## src/rtl/sat_mac_pkg.sv

```systemverilog
// Shared types for the saturating multiply-accumulate.
// Assumes nothing beyond the encoding of the mode input.
package sat_mac_pkg;
    typedef enum logic {
        ACC_WIDE  = 1'b0,
        ACC_CLAMP = 1'b1
    } acc_mode_e;
endpackage

```

## src/rtl/sat_mac_mult.sv

```systemverilog
// Signed multiplier: forms the full-width two's-complement product.
// Assumes both operands are two's complement of width OPW.
module sat_mac_mult #(
    parameter int OPW = 16,
    localparam int PW = 2 * OPW
) (
    input  logic [OPW-1:0] op_a,
    input  logic [OPW-1:0] op_b,
    output logic [PW-1:0]  prod
);
    // Signed product of the two operands.
    always_comb begin
        prod = PW'($signed(op_a) * $signed(op_b));
    end
endmodule

```

## src/rtl/sat_mac_wide_add.sv

```systemverilog
// Wide-mode adder: adds the sign-extended product to the double word.
// Assumes PW <= 2*HALFW.
module sat_mac_wide_add #(
    parameter int HALFW = 32,
    parameter int PW    = 32,
    localparam int AW   = 2 * HALFW
) (
    input  logic [HALFW-1:0] hi,
    input  logic [HALFW-1:0] lo,
    input  logic [PW-1:0]    prod,
    output logic [HALFW-1:0] hi_nxt,
    output logic [HALFW-1:0] lo_nxt
);
    logic [AW-1:0] sum;

    // Modular double-width sum split back into its halves.
    always_comb begin
        sum    = {hi, lo} + {{(AW-PW){prod[PW-1]}}, prod};
        hi_nxt = sum[AW-1:HALFW];
        lo_nxt = sum[HALFW-1:0];
    end
endmodule

```

## src/rtl/sat_mac_clamp_add.sv

```systemverilog
// Clamp-mode adder: adds the product to the signed low word. An
// out-of-range result is pinned to the nearest limit and the high word
// is loaded with 1. Assumes PW <= HALFW.
module sat_mac_clamp_add #(
    parameter int HALFW = 32,
    parameter int PW    = 32,
    localparam int SW   = HALFW + 1
) (
    input  logic [HALFW-1:0] hi,
    input  logic [HALFW-1:0] lo,
    input  logic [PW-1:0]    prod,
    output logic [HALFW-1:0] hi_nxt,
    output logic [HALFW-1:0] lo_nxt
);
    localparam logic [HALFW-1:0] POS_LIM = {1'b0, {(HALFW-1){1'b1}}};
    localparam logic [HALFW-1:0] NEG_LIM = {1'b1, {(HALFW-1){1'b0}}};
    localparam logic [HALFW-1:0] MARK    = {{(HALFW-1){1'b0}}, 1'b1};

    logic [SW-1:0] sum;
    logic          pos_ovf;
    logic          neg_ovf;

    // One-bit-wider sum, so both overflow directions show in the top two bits.
    always_comb begin
        sum     = {lo[HALFW-1], lo} + {{(SW-PW){prod[PW-1]}}, prod};
        pos_ovf = !sum[SW-1] && sum[SW-2];
        neg_ovf = sum[SW-1] && !sum[SW-2];
    end

    // Select the sum, a limit and the overflow flag.
    always_comb begin
        if (pos_ovf) begin
            lo_nxt = POS_LIM;
            hi_nxt = MARK;
        end else if (neg_ovf) begin
            lo_nxt = NEG_LIM;
            hi_nxt = MARK;
        end else begin
            lo_nxt = sum[HALFW-1:0];
            hi_nxt = hi;
        end
    end
endmodule

```

## src/rtl/sat_mac.sv

```systemverilog
// Saturating signed multiply-accumulate, top level. Multiplies two
// signed operands and folds the product into a two-word accumulator,
// either as one wide value or as a clamped signed low word.
// Assumes 2*OPW <= HALFW and operands already fetched.
module sat_mac #(
    parameter int OPW   = 16,
    parameter int HALFW = 32
) (
    input  logic             clk,
    input  logic             rst_n,
    input  logic             clear_i,
    input  logic             valid_i,
    input  logic             sat_mode_i,
    input  logic [OPW-1:0]   op_a_i,
    input  logic [OPW-1:0]   op_b_i,
    output logic [HALFW-1:0] acc_hi_o,
    output logic [HALFW-1:0] acc_lo_o
);
    import sat_mac_pkg::*;

    localparam int PW = 2 * OPW;

    acc_mode_e        mode;
    logic [PW-1:0]    prod;
    logic [HALFW-1:0] wide_hi, wide_lo;
    logic [HALFW-1:0] clamp_hi, clamp_lo;
    logic [HALFW-1:0] acc_hi, acc_lo;

    assign mode = acc_mode_e'(sat_mode_i);

    sat_mac_mult #(.OPW(OPW)) mult_i (
        .op_a (op_a_i),
        .op_b (op_b_i),
        .prod (prod)
    );

    sat_mac_wide_add #(.HALFW(HALFW), .PW(PW)) wide_i (
        .hi     (acc_hi),
        .lo     (acc_lo),
        .prod   (prod),
        .hi_nxt (wide_hi),
        .lo_nxt (wide_lo)
    );

    sat_mac_clamp_add #(.HALFW(HALFW), .PW(PW)) clamp_i (
        .hi     (acc_hi),
        .lo     (acc_lo),
        .prod   (prod),
        .hi_nxt (clamp_hi),
        .lo_nxt (clamp_lo)
    );

    // Accumulator update: reset and clear first, then the selected mode.
    always_ff @(posedge clk) begin
        if (!rst_n || clear_i) begin
            acc_hi <= '0;
            acc_lo <= '0;
        end else if (valid_i) begin
            if (mode == ACC_CLAMP) begin
                acc_hi <= clamp_hi;
                acc_lo <= clamp_lo;
            end else begin
                acc_hi <= wide_hi;
                acc_lo <= wide_lo;
            end
        end
    end

    assign acc_hi_o = acc_hi;
    assign acc_lo_o = acc_lo;
endmodule

```

## config.mk

```make
export PLATFORM = sky130hd
export DESIGN_NAME = sat_mac
export DESIGN_NICKNAME = d
export VERILOG_FILES = /design/src/rtl/sat_mac_pkg.sv /design/src/rtl/sat_mac_mult.sv /design/src/rtl/sat_mac_wide_add.sv /design/src/rtl/sat_mac_clamp_add.sv /design/src/rtl/sat_mac.sv
export SDC_FILE = /design/constraint.sdc
export NUM_CORES = 1
export LEC_CHECK = 0
export BUFFER_PORTS_ARGS = -buffer_cell sky130_fd_sc_hd__buf_2
export CORE_ASPECT_RATIO = 1.4
export CORE_UTILIZATION = 64
export DETAILED_ROUTE_END_ITERATION = 10
export PLACE_DENSITY = 0.83
export SETUP_SLACK_MARGIN = 0.2
export SLEW_MARGIN = 30
export SYNTH_ARGS = -nofsm -noshare
export SYNTH_HDL_FRONTEND = slang
export SYNTH_SLANG_ARGS = --single-unit
export TNS_END_PERCENT = 30
```

## constraint.sdc

```tcl
create_clock -name clk -period 13.7 [get_ports clk]
set_clock_uncertainty 0.05 [all_clocks]
set_input_delay 2.74 -clock clk [delete_from_list [all_inputs] [get_ports clk]]
set_output_delay 2.74 -clock clk [all_outputs]
set_load 0.01 [all_outputs]
```

After elaboration in Yosys (flattened, before gate mapping) --
Index checks and enable logic that the tools add are counted.
Cells by class: multipliers 1, multiplexer cells 6, equal/unequal tests 1, reductions and logical operators 7, add/subtract/negate cells 2
Operator list (number):
- $mux 32 | 6
- $add 64x64->64 | 1
- $add 32x32->33 | 1
- $mul 16x16->32 | 1
- $logic_not 1->1 | 3
- $ne 3x1->1 const B | 1
- $logic_and 1x1->1 | 2
- $reduce_and 2->1 | 1
- $logic_or 1x1->1 | 1
Word-level totals: logic and storage cells 19, output and inout port bits 64, register bits after elaboration 64, input port bits 37

Longest topological paths before layout --
Gate-level depths: netlist (run 1).
depth in word-level cells 7, gate-level depth with buffers 39, mapped depth without buffers 37

Hierarchy --
A second synthesis (run 1) with hierarchy kept.
Unflattened totals: cell total of the unflattened synthesis 2281, area total of the unflattened synthesis 18766.7 µm²
Modules (own cells, without submodules):
- sat_mac_mult | seq. area each 0.0 µm², cells an instance 1112, instances 1, area each 9953.3 µm²
- sat_mac_wide_add | seq. area each 0.0 µm², cells an instance 564, instances 1, area each 3837.4 µm²
- sat_mac | seq. area each 1281.2 µm², cells an instance 285, instances 1, area each 2840.2 µm²
- sat_mac_clamp_add | seq. area each 0.0 µm², cells an instance 320, instances 1, area each 2135.8 µm²

Least setup slack after synthesis (run 1) --
No wires, ideal clock.
kind input -> register, start point in op_a_i[15], end point reg acc_hi[29] (netlist: acc_hi_o[29]), cell stages on the path 32, required time 13.533 ns, buffers on the path 1, data arrival time 11.721 ns, slack 1.812 ns, setup time 0.117 ns, path through clkbuf_1 > nand2_1 > inv_1 > fa_1 > fa_1 > fa_1 > fa_1 > fa_1 > inv_1 > fa_1 > inv_1 > ha_1 > a21o_1 > a21o_1 > a21oi_1 > o21ai_0 > a211o_1 > a31o_2 > a21oi_1 > xnor2_1 > ha_1 > and3_1 > and2_0 > a221oi_1 > o21ai_0 > a21oi_1 > a21bo_2 > nand4_1 > a21o_1 > nand2_1 > xor2_1 > a22o_1
On the way: cells in the longest elaborated chain, start to end 6, elaborated cells between the ends (all ways) 11, classes of those cells 2 x add/sub; 1 x mul; 1 x eq/ne; 2 x mux; 5 x reduce/logical
Ends and longest elaborated chain:
- start: declaration | RTL line sat_mac.sv:14 | input logic [OPW-1:0] op_a_i,
- $mul 16x16->32 (*) | RTL line sat_mac_mult.sv:13 | prod = PW'($signed(op_a) * $signed(op_b));
- $add 32x32->33 | RTL line sat_mac_clamp_add.sv:25 | sum = {lo[HALFW-1], lo} + {{(SW-PW){prod[PW-1]}}, prod};
- $logic_not 1->1, on equally long branches | RTL line sat_mac_clamp_add.sv:27, sat_mac_clamp_add.sv:26
- $logic_and 1x1->1, on equally long branches | RTL line sat_mac_clamp_add.sv:27, sat_mac_clamp_add.sv:26
- $ne 3x1->1 (no line) / $mux 32 (equally long branches)
- $reduce_and 2->1 (no line) / $mux 32 (equally long branches)
- end signal: assignment | RTL line sat_mac.sv:60 | acc_hi <= clamp_hi;
- end signal: assignment | RTL line sat_mac.sv:63 | acc_hi <= wide_hi;
- end: declaration | RTL line sat_mac.sv:27 | logic [HALFW-1:0] acc_hi, acc_lo;
Mark *: on every way between the ends. The rest lies on a longest branch, timed or not. A chain may end at the register's enable or synchronous reset.

Final worst setup path (run 1) --
start point in op_a_i[5], end point reg acc_hi[25] (netlist: acc_hi_o[25])
The elaborated chain is that of the path after synthesis.

==> flow_summary.ini, run 1 <==
[timing]
fin_crit_sh = 0.865
maxSlewViolCount = 0
setup_tns_ps = 0
worstMarginPinSlew_ps = 941
finalHoldViolCount = 0
setup_viol = 0
fmax_mhz = 84.4
grt_setup_unrepaired = false
relSlewSlack = 0.371
fin_crit_ps = 11850

[grt]
first_global_vias = 14600
grt_overflow = 0
grt_use_total = 0.346
grt_first_pass_wirelength_mm = 69.6
grt_max_degree = 36
antenna_found_initial = 0

[route]
drc_errors = 0
met2_length_mm = 21.4
highest_layer = met4
drtIter0Drc = 862
antenna_left = 0
vias = 13400
wl_met3_mm = 2.27
wire_per_inst_um = 18.2
via_per_inst = 5.97
wl_mm = 40.8
wl_met1_mm = 14.9
dr.pass1.iters = 5

[setup_path]
r2r.worst_path.cells = 14
path_max_fanout = 18
path_class = input port to register
rrSetupSlack_ps = 9640
slowest_stage = fa_1
arrival_ps = 12030
r2r-end = acc_hi_o[30]
cpPeakStageDelay_ps = 570
required_ps = 13880
startpoint_type = input port
cpMostUsedCell = fa_1
end_kind = register
r2r-start = acc_lo_o[0]

[synth]
synth-edff-count = 0
synthArstFlopShare = 0
yosysTopAreaCell = fa_1
avgSynthCellArea_um2 = 8.37
synth.yosys.warnings = 0
synth_top_area_frac = 0.333
syn_inst = 1889
ys_ff_latch = 64
seq_area_frac_synth = 0.0811
ys_types = 71
synthTopCellsByArea = fa_1 (33%), ha_1 (12%), dfxtp_1 (8.1%)
synthFlopType = dfxtp_1
syn_area_mm2 = 0.0158
syn_nets = 2335

[finish]
n_antenna_cell = 0
mostFrequentLayoutCell = inv_1
fillerInstances = 1959
areaGrowthSynthToFinish_pct = 6.15
fin_nets = 2379
drive_gt1_frac = 0.0820
final_cell_mix = inv_1 (327), fa_1 (263), nand2_1 (217)
regArea_mm2 = 0.00128
multi_input_area_mm2 = 0.0130
final_cell_area_mm2 = 0.0168

[placement]
post_dp_cell_area_mm2 = 0.0164
hpwl_mm = 33.4
gp_congestion = 0.987
port_buffers = 100

[clocking]
cts_root_buffer = clkbuf_16
cts_setup_buffers = 0
cts_sinks = 64
cts_tree = yes
clockBufferDepth = 2
post_cts_resized = 0
numCtsBuffers = 9
cts_hold_buffers = 0
clk_latency_ps = 340
htreeDepth = 3
clk_pin_slew_ps = 60

[floorplan]
initial_core_util = 0.657
rows = 67
die_area_mm2 = 0.0253
ios = 101
die_x_um = 135
core_area_mm2 = 0.0241
die_h_um = 188

[hold_path]
hold_path.class = register to register
whs_path_depth = 2
hp-start = acc_hi_o[12]
holdPathEnd = acc_hi_o[12]

[status]
status = finished clean

[job]
max_cap_violations = 0
[registers in the layout (all words and copies together), names as in the netlist]
register and count:
acc_hi_o 32, acc_lo_o 32
[worst max-delay path by stage]
stage / startpoint / end / slack (ps)
after floorplan: op_a_i[15] / acc_hi_o[29] / 1810
after global placement: op_a_i[5] / acc_lo_o[3] / 1700
after detailed placement: op_a_i[5] / acc_hi_o[25] / 1640
after CTS: op_a_i[5] / acc_hi_o[25] / 1960
after global routing: op_b_i[9] / acc_hi_o[30] / 1210
final: op_a_i[5] / acc_hi_o[25] / 1850
[routing by layer]
layer,track usage,up-vias
met5,0,-
met4,0.188,0
met3,0.0430,170
met2,0.629,550
met1,0.387,6543
li1,-,6152
[cell usage after synthesis (3+ instances only)]
library cell,instances
a21o_1,33
a22oi_1,7
buf_1,3
nand4_1,14
nor4_1,3
nor2b_1,11
a21oi_1,110
or3_1,7
o21ai_0,78
xnor2_1,67
a21oi_2,20
a22o_1,3
xor2_1,26
nand2b_1,13
o221ai_1,3
o21bai_1,18
a211oi_1,7
o21a_1,14
a31oi_1,12
and2_1,129
o31a_1,4
o21ai_1,22
buf_6,4
ha_1,146
a21boi_0,4
o31ai_1,6
nor3_1,17
o211ai_1,9
a211o_1,7
nor2_1,80
inv_1,327
or2_2,3
clkbuf_1,62
dfxtp_1,64
nand2_1,218
and3_1,8
fa_1,263
nand3_1,25
[critical path: cells and delay by family]
kind	cells	cell delay, ps
adders and majority gates	8	3680
AOI/OAI and AO/OA	14	3460
and+or+nand+nor	6	1560
buffers and inverters	5	430
xor gates and xnor gates	1	150
[final cells by class]
cell class	count	area share
Multi-Input combinational cell	1427	0.775
Inverter	328	0.0734
Clock inverter	7	0.00716
Clock buffer	9	0.0134
Timing Repair Buffer	103	0.0312
Tap cell	310	0.0231
Sequential cell	64	0.0764
[kinds of logic (layout without fill, tap and decap cells)]
family | Yosys count | count (layout) | share of synthesized area
xor+xnor | 93 | 93 | 0.0515
mux | 3 | 3 | 0.00198
flops | 64 | 64 | 0.0811
compound gates | 382 | 382 | 0.155
simple gates | 540 | 540 | 0.165
buf+inv | 398 | 447 | 0.0965
fa+ha+maj | 409 | 409 | 0.449
[per-stage QoR]
stage	std cells	utilization	hold WS (ps)	setup slack [ps]
global placement	2232	0.683	401	1700
global route	2248	0.697	440	1210
CTS	2248	0.697	420	1960
floorplan	1889	-	435	1810
detailed placement	2232	0.683	410	1640
finish	2248	0.697	421	1850
Power of run 1 is not shown: default switching activity piles up to over one toggle a cycle in this logic, so the estimate is an artifact.
==> run 2: changes to the inputs <==
- PLACE_DENSITY: 0.83 -> 0.86
==> run 2 against run 1 <==
- non-clock buffer count is 2 higher
- first-iteration DRC count is 11% higher
- critical path depth is 3 lower
- count of clock-buffer cells in the layout is 2 higher
- register-to-register slack better by 180 ps
- critical path type unchanged
==> flow_summary.ini, run 2 (synthesized netlist as in run 1, its figures left out) <==
[grt]
grt_first_pass_wirelength_mm = 67.7
grt_overflow = 0
grt_max_degree = 36
first_global_vias = 14000
antenna_found_initial = 0
grt_use_total = 0.339

[setup_path]
startpoint_type = input port
cpMostUsedCell = fa_1
path_max_fanout = 34
path_class = input port to register
arrival_ps = 12090
required_ps = 13850
cpPeakStageDelay_ps = 930
end_kind = register
slowest_stage = fa_1

[finish]
drive_gt1_frac = 0.0830
areaGrowthSynthToFinish_pct = 5.96
final_cells = 2250
fillerInstances = 1914
mostFrequentLayoutCell = inv_1
final_cell_mix = inv_1 (327), fa_1 (263), nand2_1 (217)
final_core_util = 0.696
fin_nets = 2381
n_antenna_cell = 0

[floorplan]
initial_core_util = 0.657
rows = 67
die_x_um = 135
die_area_mm2 = 0.0253
die_h_um = 188
core_area_mm2 = 0.0241
ios = 101

[status]
status = finished clean

[timing]
finalHoldViolCount = 0
grt_setup_unrepaired = false
fin_crit_sh = 0.872
relSlewSlack = 0.417
worstMarginPinSlew_ps = 875
setup_viol = 0
setup_tns_ps = 0
fmax_mhz = 83.8
maxSlewViolCount = 0
fin_crit_ps = 11940

[clocking]
cts_sinks = 64
numCtsBuffers = 9
cts_hold_buffers = 0
cts_setup_buffers = 0
cts_root_buffer = clkbuf_16
clockBufferDepth = 2
clk_latency_ps = 350
htreeDepth = 3
cts_tree = yes
clk_pin_slew_ps = 50
post_cts_resized = 0

[placement]
port_buffers = 100
dp.cells = 2233
gp_congestion = 0.977
hpwl_mm = 33.3

[route]
vias = 13200
antenna_left = 0
wl_mm = 40.5
drc_errors = 0
drtIter0Drc = 961
wire_per_inst_um = 18.0
via_per_inst = 5.87
dr.pass1.iters = 5

[job]
max_cap_violations = 0

[hold_path]
hold_path.class = register to register
run 2: changes by cell type in the layout (fill, tap and decap cells not counted):
cell        change
buf_16          +1
clkinv_2        +1
clkinv_4        -2
clkbuf_8        +1
bufinv_16       -3
clkbuf_1        +1
clkinvlp_4      +2
buf_4           +1
nor3_2          +1
nor3_1          -1
run 2: metrics by stage:
step / setup WS (ps) / instance area [µm²] / hold slack [ps]
4_1_cts: 1890 / 16700 / 420
2_1_floorplan: 1810 / 15800 / 435
5_1_grt: 1190 / 16700 / 436
3_5_place_dp: 1590 / 16400 / 412
6_report: 1760 / 16700 / 417
3_3_place_gp: 1620 / 16400 / 402
run 2: area by class of cell:
type,instances,area (µm²),share of cell area
Multi-Input combinational cell,1427,13000,0.777
Sequential cell,64,1280,0.0765
Inverter,328,1230,0.0735
Timing Repair Buffer,105,558,0.0333
Tap cell,310,388,0.0232
Clock buffer,11,243,0.0145
Clock inverter,5,32.5,0.00194
run 2: worst max-delay path: cells and delay by family:
kind | cells | cell delay, ps
xor+xnor | 2 | 270
compound gates | 12 | 3090
simple gates | 3 | 500
fa+ha+maj | 8 | 4410
buf+inv | 6 | 1030
run 2: per-layer routing:
metal | vias to the layer above | part of all wire | GRT usage
met1 | 6417 | 0.37 | 0.389
met5 | - | 0 | 0
met3 | 135 | 0.063 | 0.0457
li1 | 6138 | - | -
met4 | 0 | 0.047 | 0.174
met2 | 522 | 0.52 | 0.606
run 2: worst paths after layout:
check / startpoint / to / slack [ps] / cells past startpoint
setup / recovery: op_b_i[1] / acc_hi_o[28] / 1760 / 31
hold / removal: acc_hi_o[24] / acc_hi_o[24] / 420 / 2
setup reg to reg: acc_lo_o[0] / acc_hi_o[28] / 9820 / 14
hold reg to reg: acc_hi_o[24] / acc_hi_o[24] / 420 / 2
Power of run 2 is left out for the same reason.
